File: src/rtl/irq_pkg.sv
package irq_pkg;

    typedef enum logic {
        SENSE_LEVEL = 1'b0,
        SENSE_EDGE  = 1'b1
    } sense_e;

    function automatic sense_e sense_of(input logic cfg_bit);
        return cfg_bit ? SENSE_EDGE : SENSE_LEVEL;
    endfunction

endpackage

File: src/rtl/irq_sync_chain.sv
module irq_sync_chain #(
    parameter int STAGES = 3
) (
    input  logic clk,
    input  logic rst,
    input  logic din,
    output logic tap_new,
    output logic tap_old
);
    localparam int LAST = STAGES - 1;

    logic [LAST:0] chain_d, chain_q;

    always_comb begin
        chain_d = {chain_q[LAST-1:0], din};
    end

    always_ff @(posedge clk) begin
        if (rst) chain_q <= '0;
        else     chain_q <= chain_d;
    end

    assign tap_new = chain_q[LAST-1];
    assign tap_old = chain_q[LAST];
endmodule

File: src/rtl/irq_sense.sv
module irq_sense
    import irq_pkg::*;
#(
    parameter sense_e SENSE = SENSE_EDGE
) (
    input  logic tap_new,
    input  logic tap_old,
    output logic set_o
);
    logic rise;

    always_comb begin
        rise  = tap_new & ~tap_old;
        set_o = (SENSE == SENSE_EDGE) ? rise : tap_old;
    end
endmodule

File: src/rtl/irq_pending.sv
module irq_pending #(
    parameter int NUM_SRC = 8
) (
    input  logic               clk,
    input  logic               rst,
    input  logic [NUM_SRC-1:0] set_vec,
    input  logic               ack_valid,
    input  logic [NUM_SRC-1:0] ack_mask,
    input  logic [NUM_SRC-1:0] enable_mask,
    output logic [NUM_SRC-1:0] pending_o,
    output logic               irq_o
);
    typedef struct packed {
        logic [NUM_SRC-1:0] pend;
        logic               irq;
    } state_t;

    state_t state_d, state_q;
    logic [NUM_SRC-1:0] clr_vec;

    always_comb begin
        clr_vec       = ack_valid ? ack_mask : '0;
        state_d.pend  = (state_q.pend & ~clr_vec) | set_vec;
        state_d.irq   = |(state_q.pend & enable_mask);
    end

    always_ff @(posedge clk) begin
        if (rst) state_q <= '0;
        else     state_q <= state_d;
    end

    assign pending_o = state_q.pend;
    assign irq_o     = state_q.irq;
endmodule

File: src/rtl/irq_capture_top.sv
module irq_capture_top
    import irq_pkg::*;
#(
    parameter int                 NUM_SRC     = 8,
    parameter int                 SYNC_STAGES = 3,
    parameter logic [NUM_SRC-1:0] EDGE_MASK   = 8'h0F
) (
    input  logic               clk,
    input  logic               rst,
    input  logic [NUM_SRC-1:0] req_async,
    input  logic               ack_valid,
    input  logic [NUM_SRC-1:0] ack_mask,
    input  logic [NUM_SRC-1:0] enable_mask,
    output logic [NUM_SRC-1:0] pending_o,
    output logic               irq_o
);
    logic [NUM_SRC-1:0] tap_new_vec;
    logic [NUM_SRC-1:0] tap_old_vec;
    logic [NUM_SRC-1:0] set_vec;

    for (genvar i = 0; i < NUM_SRC; i++) begin : g_line
        irq_sync_chain #(.STAGES(SYNC_STAGES)) u_sync (
            .clk     (clk),
            .rst     (rst),
            .din     (req_async[i]),
            .tap_new (tap_new_vec[i]),
            .tap_old (tap_old_vec[i])
        );
        irq_sense #(.SENSE(sense_of(EDGE_MASK[i]))) u_sense (
            .tap_new (tap_new_vec[i]),
            .tap_old (tap_old_vec[i]),
            .set_o   (set_vec[i])
        );
    end

    irq_pending #(.NUM_SRC(NUM_SRC)) u_pend (
        .clk         (clk),
        .rst         (rst),
        .set_vec     (set_vec),
        .ack_valid   (ack_valid),
        .ack_mask    (ack_mask),
        .enable_mask (enable_mask),
        .pending_o   (pending_o),
        .irq_o       (irq_o)
    );
endmodule

File: config.mk
export PLATFORM = sky130hd
export DESIGN_NAME = irq_capture_top
export DESIGN_NICKNAME = d
export VERILOG_FILES = /design/src/rtl/irq_pkg.sv /design/src/rtl/irq_sync_chain.sv /design/src/rtl/irq_sense.sv /design/src/rtl/irq_pending.sv /design/src/rtl/irq_capture_top.sv
export SDC_FILE = /design/constraint.sdc
export NUM_CORES = 1
export LEC_CHECK = 0
export BUFFER_PORTS_ARGS = -buffer_cell sky130_fd_sc_hd__buf_2
export CORE_ASPECT_RATIO = 0.7
export CORE_MARGIN = 2
export CORE_UTILIZATION = 50
export DETAILED_ROUTE_END_ITERATION = 12
export HOLD_SLACK_MARGIN = 0.15
export PLACE_DENSITY = 0.8
export SLEW_MARGIN = 20
export SYNTH_ARGS = -nofsm -noshare
export SYNTH_HDL_FRONTEND = slang
export SYNTH_SLANG_ARGS = --single-unit
File: constraint.sdc
create_clock -name clk -period 1.62 [get_ports clk]
set_input_delay 0.162 -clock clk [delete_from_list [all_inputs] [get_ports clk]]
set_output_delay 0.162 -clock clk [all_outputs]
set_load 0.1 [all_outputs]
After elaboration in Yosys (flattened, before gate mapping)
Cells that the tools add are included.

Flip-flop bits (word level): 33. Output and inout bits: 9. Word-level logic and storage cells: 24.

Mux-type cells: 1. Bitwise logic cells: 12. Reductions and logical operators: 1.

Operators with widths (number): $and A8 B8 Y8 (2); $mux W8 (1); $not A8 Y8 (1); $or A8 B8 Y8 (1); $reduce_or A8 Y1 (1); $and A1 B1 Y1 (4); $not A1 Y1 (4).

Logic depth before layout (Yosys ltp)
Word-level depth: 4. Gate-level depth with buffers: 2.

Hierarchy
From an unflattened synthesis, not the netlist that was laid out.

Cell total of the unflattened synthesis: 86. Area total of the unflattened synthesis: 1074.8 µm².

By module, submodules not included: irq_sync_chain (instances 8, cells each 6, area an instance 78.8 µm²); irq_pending (instances 1, cells each 30, area an instance 359.1 µm²); irq_sense at g_line[0].u_sense ... (instances 4, cells each 1, area an instance 13.8 µm²); irq_sense at g_line[4].u_sense ... (instances 4, cells each 1, area an instance 7.5 µm²).

Worst setup path before layout
Ideal clock, no wire load.

Kind: flip-flop to flip-flop. Start point: reg u_pend.state_q, in the netlist u_pend.pending_o[4]. End point: reg u_pend.state_q, in the netlist u_pend.irq_o. Library setup time: 81 ps. Arrival: 1362 ps. Data required time: 1539 ps. Setup slack: 177 ps. Cell stages (with the launch flop): 3. Path buffers: 0. Cells stage by stage: dfxtp_1 > a22oi_1 > a41oi_1.

Word-level cells in the longest chain between the ends: 2.

RTL lines: start, declared (RTL line irq_pending.sv:18) `state_t state_d, state_q;`; start signal, assigned (RTL line irq_pending.sv:29) `else state_q <= state_d;`; $and A8 B8 Y8 (RTL line irq_pending.sv:24) `state_d.irq = |(state_q.pend & enable_mask);`; $reduce_or A8 Y1 (RTL line irq_pending.sv:24).

Every way passes these cells. A chain may end at the register's enable or synchronous reset.

Worst setup path after layout
Start point: reg u_pend.state_q, in the netlist u_pend.pending_o[5]. End point: out pending_o[5].

RTL lines: end, declared (RTL line irq_capture_top.sv:14) `output logic [NUM_SRC-1:0] pending_o,`.

No word-level cell between the ends.

==> results.sh <==
export IMPL_grt_overflow=0
export IMPL_place_inst=139
export IMPL_syn_num_nets=112
export IMPL_grt_pass1_vias=713
export IMPL_cap_viol_max_count=0
export IMPL_drc=0
export IMPL_rsz0062_at_grt="false"
export IMPL_core_mm2=0.00189
export IMPL_area_delta_synth_final_pct=34.9
export IMPL_worst_setup_path_end_kind="output port"
export IMPL_clk_pin_slew_ps=90
export IMPL_cts_max_level=2
export IMPL_final_max_slew_viol_count=0
export IMPL_max_slew_worst_pin_slew_ps=517
export IMPL_die_w_um=58.0
export IMPL_clock_sinks=33
export IMPL_synth_top_cells_by_count="dfxtp_1, nor2b_1"
export IMPL_outcome="completed"
export IMPL_crit_buf_inv=1
export IMPL_fp_row_count=13
export IMPL_criticalPathCategory="reg2out"
export IMPL_p_leak_nw=0.642
export IMPL_io_buffers=35
export IMPL_fin_ws_ps=348
export IMPL_antenna_found_initial=0
export IMPL_ys_warnings_count=0
export IMPL_period_needed_ps=1270
export IMPL_grt_max_degree=34
export IMPL_dr_total_vias=739
export IMPL_cts_tree="built"
export IMPL_finalSetupViolations=0
export IMPL_powerDensity_mw_per_mm2=1050
export IMPL_synth_area_top_cells="dfxtp_1, nor2b_1, o21ba_1"
export IMPL_hold_path_class="in2reg"
export IMPL_grt_pass1_wl_um=2800
export IMPL_synthArstFlopShare=0
export IMPL_grt_usage=0.160
export IMPL_finalNetCount=163
export IMPL_synth_most_common_cell="dfxtp_1"
export IMPL_synth_edff_count=0
export IMPL_worstPathCellList="buf_2"
export IMPL_pin_count=36
export IMPL_wl_per_cell_um=10.5
export IMPL_skew_ps=5.55
export IMPL_setup_tns_ps=0
export IMPL_ys_types=12
export IMPL_start_util=0.542
export IMPL_antenna_cells=0
export IMPL_yosysTopAreaCell="dfxtp_1"
export IMPL_placed_cell_area_mm2=0.00121
export IMPL_fin_cells=159
export IMPL_dp_slack_ps=687
export IMPL_worstPathArrival_ps=1110
export IMPL_clk_latency_ps=310
export IMPL_relSlewSlack=0.655
export IMPL_crit_family="buffers and inverters"
export IMPL_hold_viol_final=0
export IMPL_cts_buffers=5
export IMPL_path_max_fanout=3
export IMPL_synth_top_area_frac=0.646
export IMPL_syn_cell_area_mm2=0.00102
export IMPL_dr_pass1_iters=4
export IMPL_postCtsSetupRepairBufs=0
export IMPL_gp_congestion=0.686
export IMPL_ys_flop_type="dfxtp_1"
export IMPL_max_freq_mhz=786
export IMPL_required_ps=1460
export IMPL_cts_root_buf="clkbuf_4"
export IMPL_hpwlAfterDp_um=1120
export IMPL_drt_initial_drc_count=14
export IMPL_cp_slowest_cell="buf_2"
export IMPL_synthCells=85
export IMPL_die_y_um=41.8
export IMPL_ir_worst_vdd_v=0.000759
export IMPL_drive_above_1_share=0.328
export IMPL_antenna_left=0
export IMPL_start_kind="flip-flop"
export IMPL_max_stage_delay_ps=440
export IMPL_cts_path_max_buffers=2
export IMPL_ys_seq_elements=33
export IMPL_fin_total_pwr_w=0.00144
export IMPL_fin_area_mm2=0.00138
export IMPL_viasPerCell=4.65
export IMPL_period_share=0.785
export IMPL_dieArea_mm2=0.00243
export IMPL_routed_wl_um=1680
export IMPL_ys_seq_area_frac=0.646
export IMPL_syn_area_per_cell_um2=12.0
-- area by class of cell --
| cell class | count | area, um^2 |
|---|---|---|
| multi-input cells | 49 | 344 |
| clock inverters | 2 | 10.0 |
| fillers | 152 | 508 |
| flip-flops and latches | 33 | 661 |
| repair buffers | 47 | 295 |
| well taps | 22 | 27.5 |
| clock buffers | 6 | 41.3 |
-- final timing paths --
kind                                from                     endpoint  slack (ps)  cells after the start
max                  u_pend.pending_o[5]                 pending_o[5]         350                      1
min                       enable_mask[2]                 u_pend.irq_o         180                      3
max reg2reg          u_pend.pending_o[3]                 u_pend.irq_o         810                      2
min reg2reg  g_line[1].u_sync.chain_q[0]  g_line[1].u_sync.chain_q[1]         440                      1
-- logic make-up after synthesis --
logic type | share of synthesized area
flip-flops | 0.646
buffers and inverters | 0.0171
AO/OA/AOI/OAI | 0.165
AND/OR/NAND/NOR | 0.171
-- metrics by stage --
| stage | util | hold slack (ps) |
|---|---|---|
| 2_1_floorplan | - | 234 |
| 3_3_place_gp | 0.640 | 371 |
| 3_5_place_dp | 0.640 | 378 |
| 4_1_cts | 0.731 | 170 |
| 5_1_grt | 0.731 | 170 |
| 6_report | 0.731 | 179 |
-- placed cells by master (no fill, tap or decap), types with 3 or more instances in the layout --
cell           instances
nor2b_1               24
dlygate4sd3_1         12
buf_2                 35
nand2b_1               4
a21bo_2                3
a21boi_0               4
a21oi_1                4
o21ba_1                4
a22oi_1                4
clkbuf_4               5
dfxtp_1               33
-- per-layer routing --
layer	part of all wire	GRT usage
met5	0	0
met4	0.0030	0.0558
met3	0.097	0.0997
met2	0.49	0.264
met1	0.41	0.165
-- flip-flops by register name, summed over array words and instances, names as in the netlist --
name,cells
u_pend.irq_o,1
g_line.u_sync.chain_q,24
u_pend.pending_o,8
-- where the power goes --
group          internal (W)  total [W]  switching (W)
clock network      0.000165   0.000405       0.000240
registers          0.000844   0.000854      0.0000104
logic             0.0000735   0.000181       0.000108
-- repair_timing --
| action | CTS | global route |
|---|---|---|
| hold buffers | 12 | 0 |
| gates resized for setup | 0 | 0 |
| endpoints found under the hold margin | 12 | 0 |
(Power assumes the default switching activity.)
